==> src/rtl/tc8_pkg.sv <==
// Shared types and mode decoders for the 8-bit waveform timer.
// Assumes the 3-bit mode encoding given in the brief.
package tc8_pkg;

    typedef enum logic [2:0] {
        MD_NORMAL    = 3'd0,
        MD_PC_FULL   = 3'd1,
        MD_CTC       = 3'd2,
        MD_FAST_FULL = 3'd3,
        MD_RSV4      = 3'd4,
        MD_PC_A      = 3'd5,
        MD_RSV6      = 3'd6,
        MD_FAST_A    = 3'd7
    } tc8_mode_e;

    localparam int NCH    = 2;   // compare channels
    localparam int NFLAG  = 3;   // overflow, match A, match B

    function automatic logic mode_reserved(input tc8_mode_e m);
        return (m == MD_RSV4) || (m == MD_RSV6);
    endfunction

    function automatic logic mode_phase(input tc8_mode_e m);
        return (m == MD_PC_FULL) || (m == MD_PC_A);
    endfunction

    function automatic logic mode_fast(input tc8_mode_e m);
        return (m == MD_FAST_FULL) || (m == MD_FAST_A);
    endfunction

    function automatic logic mode_pwm(input tc8_mode_e m);
        return mode_phase(m) || mode_fast(m);
    endfunction

    function automatic logic mode_top_a(input tc8_mode_e m);
        return (m == MD_CTC) || (m == MD_PC_A) || (m == MD_FAST_A);
    endfunction

endpackage

==> src/rtl/tc8_counter.sv <==
// Counter core: holds the count and direction, picks TOP, and reports
// the per-tick events (TOP reached, overflow) used by the other units.
// Assumes: all events are decided from the count held in the tick cycle.
module tc8_counter
    import tc8_pkg::*;
#(
    parameter int W = 8
) (
    input  logic         clk,
    input  logic         rst_n,
    input  logic         tick,
    input  tc8_mode_e    mode,
    input  logic [W-1:0] top_a,
    output logic [W-1:0] count,
    output logic         up,
    output logic [W-1:0] top,
    output logic         run,
    output logic         top_evt,
    output logic         ovf_evt
);

    localparam logic [W-1:0] MAXV = {W{1'b1}};
    localparam logic [W-1:0] ONE  = {{(W-1){1'b0}}, 1'b1};

    logic [W-1:0] cnt_q, cnt_d;
    logic         up_q, up_d;
    logic         at_top;

    // TOP source and tick qualification
    assign top    = mode_top_a(mode) ? top_a : MAXV;
    assign run    = tick && !mode_reserved(mode);
    assign at_top = (cnt_q == top);

    // next count and direction for the selected mode
    always_comb begin
        cnt_d = cnt_q;
        up_d  = 1'b1;
        case (mode)
            MD_NORMAL: cnt_d = cnt_q + ONE;
            MD_CTC:    cnt_d = at_top ? '0 : cnt_q + ONE;
            MD_FAST_FULL, MD_FAST_A: cnt_d = at_top ? '0 : cnt_q + ONE;
            MD_PC_FULL, MD_PC_A: begin
                if (up_q) begin
                    if (at_top) begin
                        up_d  = 1'b0;
                        cnt_d = (cnt_q == '0) ? '0 : cnt_q - ONE;
                    end else begin
                        cnt_d = cnt_q + ONE;
                    end
                end else if (cnt_q == '0) begin
                    up_d  = 1'b1;
                    cnt_d = (top == '0) ? '0 : ONE;
                end else begin
                    up_d  = 1'b0;
                    cnt_d = cnt_q - ONE;
                end
            end
            default: begin
                cnt_d = cnt_q;
                up_d  = up_q;
            end
        endcase
    end

    // count and direction registers
    always_ff @(posedge clk) begin
        if (!rst_n) begin
            cnt_q <= '0;
            up_q  <= 1'b1;
        end else if (run) begin
            cnt_q <= cnt_d;
            up_q  <= up_d;
        end
    end

    // per-tick events seen by flags, compare reload and waveform units
    assign top_evt = run && at_top;
    assign ovf_evt = run && (
        (((mode == MD_NORMAL) || (mode == MD_CTC) || (mode == MD_FAST_FULL)) && (cnt_q == MAXV)) ||
        (mode_phase(mode) && !up_q && (cnt_q == '0)) ||
        ((mode == MD_FAST_A) && at_top));

    assign count = cnt_q;
    assign up    = up_q;

    a_r2_idle_hold: assert property (@(posedge clk) disable iff (!rst_n)
        !tick |=> $stable(count));
    a_r3_reserved_hold: assert property (@(posedge clk) disable iff (!rst_n)
        mode_reserved(mode) |=> $stable(count));
    a_r2_ctc_restart: assert property (@(posedge clk) disable iff (!rst_n)
        (run && (mode == MD_CTC) && (count == top_a)) |=> (count == '0));
    a_r2_pc_turn_up: assert property (@(posedge clk) disable iff (!rst_n)
        (run && mode_phase(mode) && !up && (count == '0) && (top != '0)) |=> (up && count == ONE));

endmodule

==> src/rtl/tc8_cmpreg.sv <==
// One compare channel: a write buffer plus the active compare value.
// Assumes: pwm selects buffered reload at TOP, otherwise writes are direct.
module tc8_cmpreg #(
    parameter int W = 8
) (
    input  logic         clk,
    input  logic         rst_n,
    input  logic         we,
    input  logic [W-1:0] wdata,
    input  logic         pwm,
    input  logic         load_top,
    output logic [W-1:0] active
);

    logic [W-1:0] buf_q, act_q;

    // buffer captures every write; active is direct or reloaded at TOP
    always_ff @(posedge clk) begin
        if (!rst_n) begin
            buf_q <= '0;
            act_q <= '0;
        end else begin
            if (we) buf_q <= wdata;
            if (we && !pwm)          act_q <= wdata;
            else if (pwm && load_top) act_q <= buf_q;
        end
    end

    assign active = act_q;

    a_r4_buffer_hold: assert property (@(posedge clk) disable iff (!rst_n)
        (pwm && !load_top) |=> $stable(active));

endmodule

==> src/rtl/tc8_wavegen.sv <==
// Waveform unit for one pin: applies the 2-bit pin control per mode.
// Assumes: events come from the counter core in the same tick cycle.
module tc8_wavegen
    import tc8_pkg::*;
#(
    parameter int W = 8
) (
    input  logic         clk,
    input  logic         rst_n,
    input  tc8_mode_e    mode,
    input  logic [1:0]   com,
    input  logic         run,
    input  logic         up,
    input  logic         top_evt,
    input  logic [W-1:0] count,
    input  logic [W-1:0] cmp,
    input  logic [W-1:0] top,
    output logic         pin
);

    logic lvl_q;
    logic match;
    logic conn;

    assign match = run && (count == cmp);

    // waveform level update on compare, TOP and wrap events
    always_ff @(posedge clk) begin
        if (!rst_n) begin
            lvl_q <= 1'b0;
        end else if (run) begin
            if (mode_phase(mode)) begin
                if (com[1]) begin
                    if (top_evt && (cmp == top)) lvl_q <= ~com[0];
                    else if (match)              lvl_q <= up ? com[0] : ~com[0];
                end
            end else if (mode_fast(mode)) begin
                if (com[1]) begin
                    if (top_evt)    lvl_q <= ~com[0];
                    else if (match) lvl_q <= com[0];
                end
            end else if (match) begin
                case (com)
                    2'b01:        lvl_q <= ~lvl_q;
                    2'b10, 2'b11: lvl_q <= com[0];
                    default:      lvl_q <= lvl_q;
                endcase
            end
        end
    end

    // pin is driven only for a valid control code in a valid mode
    assign conn = !mode_reserved(mode) && (com[1] || ((com == 2'b01) && !mode_pwm(mode)));
    assign pin  = conn && lvl_q;

    a_r10_fast_wrap_sets: assert property (@(posedge clk) disable iff (!rst_n)
        (top_evt && mode_fast(mode) && (com == 2'b10)) |=> lvl_q);
    a_r9_top_equal_sets: assert property (@(posedge clk) disable iff (!rst_n)
        (top_evt && mode_phase(mode) && (com == 2'b10) && (cmp == top)) |=> lvl_q);
    a_r8_pc_up_clear: assert property (@(posedge clk) disable iff (!rst_n)
        (match && up && mode_phase(mode) && (com == 2'b10) && (cmp != top)) |=> !lvl_q);

endmodule

==> src/rtl/tc8_wavetimer.sv <==
// Top: control register, two compare channels with waveform pins,
// counter core and sticky write-one-to-clear flags.
// Assumes: control byte layout per R12; flag bit order.
module tc8_wavetimer
    import tc8_pkg::*;
#(
    parameter int W = 8
) (
    input  logic         clk,
    input  logic         rst_n,
    input  logic         tick,
    input  logic         ctrl_we,
    input  logic [7:0]   ctrl_wdata,
    output logic [7:0]   ctrl_rdata,
    input  logic         cmp_a_we,
    input  logic         cmp_b_we,
    input  logic [W-1:0] cmp_wdata,
    input  logic         flag_clr_we,
    input  logic [2:0]   flag_clr,
    output logic [W-1:0] count,
    output logic         wave_a,
    output logic         wave_b,
    output logic [2:0]   flags
);

    tc8_mode_e          mode_q;
    logic [1:0]         com_q   [NCH];
    logic [NCH-1:0]     cmp_we;
    logic [W-1:0]       cmp_act [NCH];
    logic [NCH-1:0]     pin;
    logic [W-1:0]       top;
    logic               up, run, top_evt, ovf_evt;
    logic [NFLAG-1:0]   flag_q, flag_set, flag_clear;

    // control register: mode and per-pin control fields
    always_ff @(posedge clk) begin
        if (!rst_n) begin
            mode_q   <= MD_NORMAL;
            com_q[0] <= 2'b00;
            com_q[1] <= 2'b00;
        end else if (ctrl_we) begin
            mode_q   <= tc8_mode_e'(ctrl_wdata[2:0]);
            com_q[1] <= ctrl_wdata[5:4];
            com_q[0] <= ctrl_wdata[7:6];
        end
    end

    assign ctrl_rdata = {com_q[0], com_q[1], 1'b0, mode_q};
    assign cmp_we     = {cmp_b_we, cmp_a_we};

    tc8_counter #(.W(W)) u_counter (
        .clk     (clk),
        .rst_n   (rst_n),
        .tick    (tick),
        .mode    (mode_q),
        .top_a   (cmp_act[0]),
        .count   (count),
        .up      (up),
        .top     (top),
        .run     (run),
        .top_evt (top_evt),
        .ovf_evt (ovf_evt)
    );

    for (genvar c = 0; c < NCH; c++) begin : gen_ch
        tc8_cmpreg #(.W(W)) u_cmp (
            .clk      (clk),
            .rst_n    (rst_n),
            .we       (cmp_we[c]),
            .wdata    (cmp_wdata),
            .pwm      (mode_pwm(mode_q)),
            .load_top (top_evt),
            .active   (cmp_act[c])
        );
        tc8_wavegen #(.W(W)) u_wave (
            .clk     (clk),
            .rst_n   (rst_n),
            .mode    (mode_q),
            .com     (com_q[c]),
            .run     (run),
            .up      (up),
            .top_evt (top_evt),
            .count   (count),
            .cmp     (cmp_act[c]),
            .top     (top),
            .pin     (pin[c])
        );
        assign flag_set[c+1] = run && (count == cmp_act[c]);
    end

    assign flag_set[0] = ovf_evt;
    assign flag_clear  = flag_clr_we ? flag_clr : '0;

    // sticky flags: event set wins over a same-cycle clear
    always_ff @(posedge clk) begin
        if (!rst_n) flag_q <= '0;
        else        flag_q <= (flag_q & ~flag_clear) | flag_set;
    end

    assign flags  = flag_q;
    assign wave_a = pin[0];
    assign wave_b = pin[1];

    a_r1_reset_state: assert property (@(posedge clk)
        !rst_n |=> (count == '0 && flags == '0 && ctrl_rdata == 8'h00));
    a_r12_reserved_bit_zero: assert property (@(posedge clk) disable iff (!rst_n)
        ctrl_we |=> (ctrl_rdata[3] == 1'b0));
    for (genvar f = 0; f < NFLAG; f++) begin : gen_flag_chk
        a_r7_flag_sticky: assert property (@(posedge clk) disable iff (!rst_n)
            (flags[f] && !(flag_clr_we && flag_clr[f])) |=> flags[f]);
    end

endmodule

==> config.mk <==
export PLATFORM = sky130hd
export DESIGN_NAME = tc8_wavetimer
export DESIGN_NICKNAME = d
export VERILOG_FILES = /design/src/rtl/tc8_pkg.sv /design/src/rtl/tc8_counter.sv /design/src/rtl/tc8_cmpreg.sv /design/src/rtl/tc8_wavegen.sv /design/src/rtl/tc8_wavetimer.sv
export SDC_FILE = /design/constraint.sdc
export NUM_CORES = 1
export LEC_CHECK = 0
export BUFFER_PORTS_ARGS = -buffer_cell sky130_fd_sc_hd__buf_2
export CORE_MARGIN = 10
export CORE_UTILIZATION = 38
export DETAILED_ROUTE_END_ITERATION = 16
export HOLD_SLACK_MARGIN = 0.02
export PLACE_DENSITY = 0.57
export SLEW_MARGIN = 25
export SYNTH_ARGS = -nofsm -noshare
export SYNTH_HDL_FRONTEND = slang
export SYNTH_HIERARCHICAL = 1
export SYNTH_SLANG_ARGS = --single-unit
==> constraint.sdc <==
create_clock -name clk -period 7.7 [get_ports clk]
set_input_delay 1.155 -clock clk [delete_from_list [all_inputs] [get_ports clk]]
set_output_delay 1.155 -clock clk [all_outputs]
set_load 0.01 [all_outputs]
# Word level (Yosys, flattened, before mapping)
# Memory sizes are Yosys's and may differ from the RTL's.
# Cells that the tools add are included.
# totals
n_memories	1
out_inout_bits	21
regBits	49
mem_bits_rw	4
input_bits	26
# op_classes
eq_ne	27
addsub	2
reduce_logical	55
mux	45
n_bitwise	9
# mem_list
name	depth	width	rd	rd_ports_with_merged_regs	write_ports	line_no	source
com_q	2	2	2	0	2	tc8_wavetimer.sv:27	logic [1:0] com_q [NCH];
# ops
op	count
$mux 8	10
$eq 8x8->1	5
$mux 1	28
$pmux 8 s3	1
$logic_and 1x1->1	20
$logic_not 8->1	2
$reduce_and 7->1	2
$eq 3x3->1 const B	4
$logic_or 1x1->1	12
$reduce_bool 3->1	3
$add 8x1->8 const B	1
$eq 2x2->1 const B	4
$eq 8x8->1 const B	1
$ne 2x1->1 const B	4
$ne 4x4->1 const B	2
$reduce_bool 4->1	2
$sub 8x1->8 const B	1
$eq 3x2->1 const B	2
$ne 3x1->1 const B	2
$pmux 1 s2	3
$reduce_bool 2->1	3
$reduce_or 2->1	3
$eq 2x1->1 const B	2
$mux 2	2
other kinds (12)	19

# Logic depth before layout (Yosys ltp)
# depth
depth_word	10
ltp_mapped	11
depth_no_buf	10

# Hierarchy
# Netlist, hierarchy kept.
# modules_own_cells
mod	cells_each	n_inst	area_each_um2
tc8_cmpreg	62	2	726.9
tc8_counter	174	1	1221.2
tc8_wavegen	47	2	346.6
tc8_wavetimer	57	1	569.3

# Least setup slack after synthesis
# OpenSTA, ideal clock, no wires.
# synth_path
path_type	reg-to-reg
startpoint	register mode_q[1]
endpoint	register gen_ch[0].u_wave.lvl_q
stages_incl_launch_ff	12
period_less_slack_ps	2796
arrival_time_ps	2681
t_required_ps	7585
n_path_buf	1
setup_slack_ps	4904
path_cell_list	dfxtp_1 -> or3b_1 -> buf_2 -> a211o_1 -> a22oi_2 -> nand4_1 -> nor2_1 -> nand3b_1 -> o21ai_0 -> a21oi_1 -> o211ai_1 -> o21a_1
# synth_between
elab_chain_cells	10
# synth_lines
item	line_no	source
from (decl)	tc8_wavetimer.sv:26	tc8_mode_e mode_q;
from (signal assigned)	tc8_wavetimer.sv:42	mode_q <= tc8_mode_e'(ctrl_wdata[2:0]);
$eq 3x2->1 or $eq 3x3->1 (tied branches)	tc8_pkg.sv:36	return (m == MD_CTC) || (m == MD_PC_A) || (m == MD_FAST_A);
$logic_or 1x1->1 (2 in a row)	tc8_pkg.sv:36	
$mux 8	tc8_counter.sv:30	assign top = mode_top_a(mode) ? top_a : MAXV;
$eq 8x8->1	tc8_counter.sv:32	assign at_top = (cnt_q == top);
$logic_and 1x1->1 *	tc8_counter.sv:77	assign top_evt = run && at_top;
named net top_evt	tc8_wavetimer.sv:32	logic up, run, top_evt, ovf_evt;
$mux 1 or $logic_and 1x1->1 (tied branches)	tc8_wavegen.sv:39, tc8_wavegen.sv:34	
$mux 1 (on tied branches)	tc8_wavegen.sv:38, tc8_wavegen.sv:34	
$mux 1 (on tied branches)	tc8_wavegen.sv:37, tc8_wavegen.sv:33	
$mux 1	tc8_wavegen.sv:32	if (mode_phase(mode)) begin
to (signal assigned)	tc8_wavegen.sv:34	if (top_evt && (cmp == top)) lvl_q <= ~com[0];
to (signal assigned)	tc8_wavegen.sv:39	if (top_evt) lvl_q <= ~com[0];
to (signal assigned)	tc8_wavegen.sv:40	else if (match) lvl_q <= com[0];
to (decl)	tc8_wavegen.sv:21	logic lvl_q;
# Mark *: on every way through the listed nets, which the timed path passes. The rest lies on a longest branch. The select of a mux whose other input is x is not followed.
# A chain may end at the register's enable or synchronous reset.

# Worst setup path in the final report
# layout_path
startpoint	register mode_q[0]
endpoint	register gen_ch[0].u_cmp.act_q[1]
# layout_between
elab_chain_cells	8
# layout_lines
item	line_no	source
$eq 3x2->1 or $eq 3x3->1 (tied branches)	tc8_pkg.sv:36	
$logic_or 1x1->1 (2 in a row)	tc8_pkg.sv:36	
$mux 8	tc8_counter.sv:30	
$eq 8x8->1	tc8_counter.sv:32	
$logic_and 1x1->1 *	tc8_counter.sv:77	
named net top_evt	tc8_wavetimer.sv:32	
$logic_and 1x1->1 *	tc8_cmpreg.sv:25	else if (pwm && load_top) act_q <= buf_q;
$reduce_bool 2->1 (no source line) *	n/a	
to (signal assigned)	tc8_cmpreg.sv:24	if (we && !pwm) act_q <= wdata;
to (signal assigned)	tc8_cmpreg.sv:25	
to (decl)	tc8_cmpreg.sv:15	logic [W-1:0] buf_q, act_q;
# Mark *: on every way through the listed nets, which the timed path passes. The rest lies on a longest branch.

==> run metrics <==
final setup TNS 0 ps; status finished, final reports clean; syn avg cell area 8.770 um2; Max Cap Viol 0; Synth Flop Type dfxtp_1; share of post-route cells with drive strength above 1 0.1807; Hold Worst Slack 490.8 ps; Vias 3508; global-route wire length before repair 16790 um; HP Class reg2reg; Max Freq 0.2845 GHz; setup bufs post-CTS 0; CTS Sinks 53; DRT Pass-1 Iters 5; gr usage total 0.1371; Core ar. 0.01023 mm2; crit-path cells buf_4, nand2_1, o211a_2, nor4_4, nand4_1, nor2_2, buf_4, mux2_2, o2111a_1; post-route insts no fill 612; dominant cell type by area after synthesis dfxtp_1; FF-to-FF setup slack 4190 ps; Clock transition at path regs 100 ps; Starting Density 0.3849; die area 0.01483 mm2; Net Count, Synth 478; pwr/cell area 160.5 mW/mm2; pin count of the biggest net entering global routing 60; multi-input logic area 0.002616 mm2; Tcrit/Tclk final 0.4565; Syn Inst Count 449; WP data arrival 3770 ps; Final min period 3515 ps; Num CTS Buffers 5; fillers 1025; CTS root buffer clkbuf_8; post-placement cell count 604; Worst-Skew Late Latency 310 ps; crit start category flip-flop; worst path bufs/invs 2; vias per cell 5.732; Initial DRC Count 217; final RePlAce weighted congestion 0.8454; CTS tree yes; total gr overflow 0; # IOs 47; Die X-Extent 121.8 um; Post-synth EDFFs 4; Tot Pwr 691.6 uW; sequential element share of the synthesized area 0.2796; VDD IR-drop max 0.1069 mV; Remaining DRCs 0; vias in the first global route 3356; ys async rst share 0; HPWL Detailed 7421 um; CP max stage cell nor2_2; Die Ht 121.8 um; Critical Path Max Stage Delay 550 ps; row count 37; Worst Path Required 7960 ps; LEAKAGE 0.001509 uW; DR WL/cell 17.16 um; crit path kind reg2reg; DRT Wirelength 10500 um; final core occ 0.4211; Hold Fails Final Rpt 0; Worst Tran Pin Value 807.6 ps; Syn. warnings 6; IO Port Bufs 44; Post-DRT Antenna Nets 0; CP delay by family, top simple AND/OR/NAND/NOR gates; initial antenna violation count 0; skew final 7.717 ps; critical path endpoint category flip-flop; PostCTS Resize Cnt 0; number of synthesized register bits 53; relative slew slack 0.4566; sequential cell area 0.001102 mm2; RSZ-0062 raised after global routing no; Mapped Area 0.003938 mm2; H-tree depth 2; Longest Clk Path Bufs 2; final setup fails 0; post-synth top area share 0.2491; Synth cell types 63; P&R area growth vs syn 9.406%; CP dominant cell by count buf_4; Post-CTS Hold Buffers 0; Final nets 504; Slew Viols, Final 0; CP Max Fanout 59; ranking of synthesized cells by area dfxtp_1 (25%), xnor2_1 (11%), mux2i_1 (5.3%); Antenna Cells 0
==> per-layer routing <==
| metal | up-vias | GRT usage | wire, um |
|---|---|---|---|
| met5 | - | 0 | 0 |
| met4 | 0 | 0.05291 | 154 |
| met3 | 12 | 0.03515 | 771 |
| met2 | 128 | 0.2174 | 4737 |
| met1 | 1651 | 0.1745 | 4836 |
| li1 | 1717 | - | - |
==> power breakdown <==
| group | internal (uW) | switching (uW) | leakage (uW) | total (uW) |
|---|---|---|---|---|
| clock network | 99.5 | 104 | 0.0000591 | 204 |
| registers | 295 | 36.6 | 0.000447 | 332 |
| logic | 77.7 | 78.8 | 0.00100 | 157 |
| total | 472 | 219 | 0.00151 | 692 |
==> per-stage QoR <==
stage	worst slack (ps)	instance area, um2
2_1_floorplan	4904	3938
4_1_cts	4197	4308
6_report	4185	4308
3_5_place_dp	4217	4192
5_1_grt	3872	4308
3_3_place_gp	4260	4192
==> path summary, 6_finish.rpt <==
check                    startpoint                                endpoint  depth (start not counted)
max          mode_q[0]$_SDFFE_PN0P_  gen_ch[0].u_cmp/active[1]$_SDFFE_PN0P_                          9
min             flags[1]$_SDFF_PN0_                     flags[1]$_SDFF_PN0_                          2
max reg2reg  mode_q[0]$_SDFFE_PN0P_  gen_ch[0].u_cmp/active[1]$_SDFFE_PN0P_                          9
min reg2reg     flags[1]$_SDFF_PN0_                     flags[1]$_SDFF_PN0_                          2
==> synth_stat cells (all sizes together) (9+ instances only) <==
cell type / n
xnor2: 51
dfxtp: 49
mux2i: 21
nand3: 21
nor2b: 21
nand2: 20
nand3b: 20
nor2: 17
o21ai: 17
or3b: 17
o2111a: 16
clkbuf: 15
a21oi: 14
buf: 14
inv: 14
nand4: 12
nor3: 10
o211ai: 9
==> cells in the final DEF, fill, tap and decap left out, types with 3 or more instances in the layout <==
| cell | synthesis | final |
|---|---|---|
| clkbuf_8 | 0 | 5 |
| o31a_1 | 3 | 3 |
| nor2b_1 | 21 | 21 |
| edfxtp_1 | 4 | 4 |
| a22oi_2 | 3 | 3 |
| and3_1 | 6 | 6 |
| a21o_1 | 4 | 4 |
| buf_2 | 8 | 44 |
| a31oi_1 | 4 | 4 |
| nand2_1 | 20 | 20 |
| o21ai_0 | 10 | 10 |
| o21ai_1 | 7 | 7 |
| o2111a_1 | 16 | 16 |
| mux2i_1 | 21 | 21 |
| buf_4 | 1 | 4 |
| inv_1 | 12 | 12 |
| nor2_1 | 17 | 16 |
| ha_1 | 3 | 3 |
| dfxtp_1 | 49 | 48 |
| mux2_2 | 3 | 3 |
| a211o_1 | 6 | 6 |
| a21oi_1 | 14 | 14 |
| or3b_1 | 13 | 13 |
| or2_2 | 7 | 7 |
| xnor2_1 | 51 | 51 |
| or4b_1 | 5 | 5 |
| o31ai_1 | 4 | 4 |
| nand3_1 | 21 | 21 |
| or3b_2 | 4 | 4 |
| o21a_1 | 3 | 3 |
| nand4_1 | 11 | 11 |
| o211ai_1 | 9 | 9 |
| nor3_1 | 8 | 8 |
| a211oi_1 | 3 | 3 |
| nand3b_1 | 20 | 20 |
==> tightest hold or removal path, stage by stage (launching register included) <==
cell and delay, ps:
dfxtp_1 320, nand3_1 70, o31ai_1 60
==> state kept, by name (all words and copies together) (netlist names) <==
signal / flops
flags: 3
gen_ch.u_cmp/buf_q: 16
com_q: 4
u_counter/count: 8
gen_ch.u_cmp/active: 16
mode_q: 3
gen_ch.u_wave/lvl_q: 2
u_counter/up: 1
==> logic make-up after synthesis <==
group	synth area share
simple gates	0.2726
compound gates	0.2008
xor+xnor	0.1179
flops	0.2796
buf+inv	0.05656
mux	0.06196
fa+ha+maj	0.009534
other cells	0.0009524
==> area by class of cell <==
class | instances | share of cell area
Timing Repair Buffer | 48 | 0.05809
Clock buffer | 5 | 0.01597
Sequential cell | 53 | 0.2559
Multi-Input combinational cell | 353 | 0.6073
Inverter | 14 | 0.01220
Clock inverter | 3 | 0.01104
Tap cell | 136 | 0.03950
Note: power is estimated with default switching activity, not from simulation.
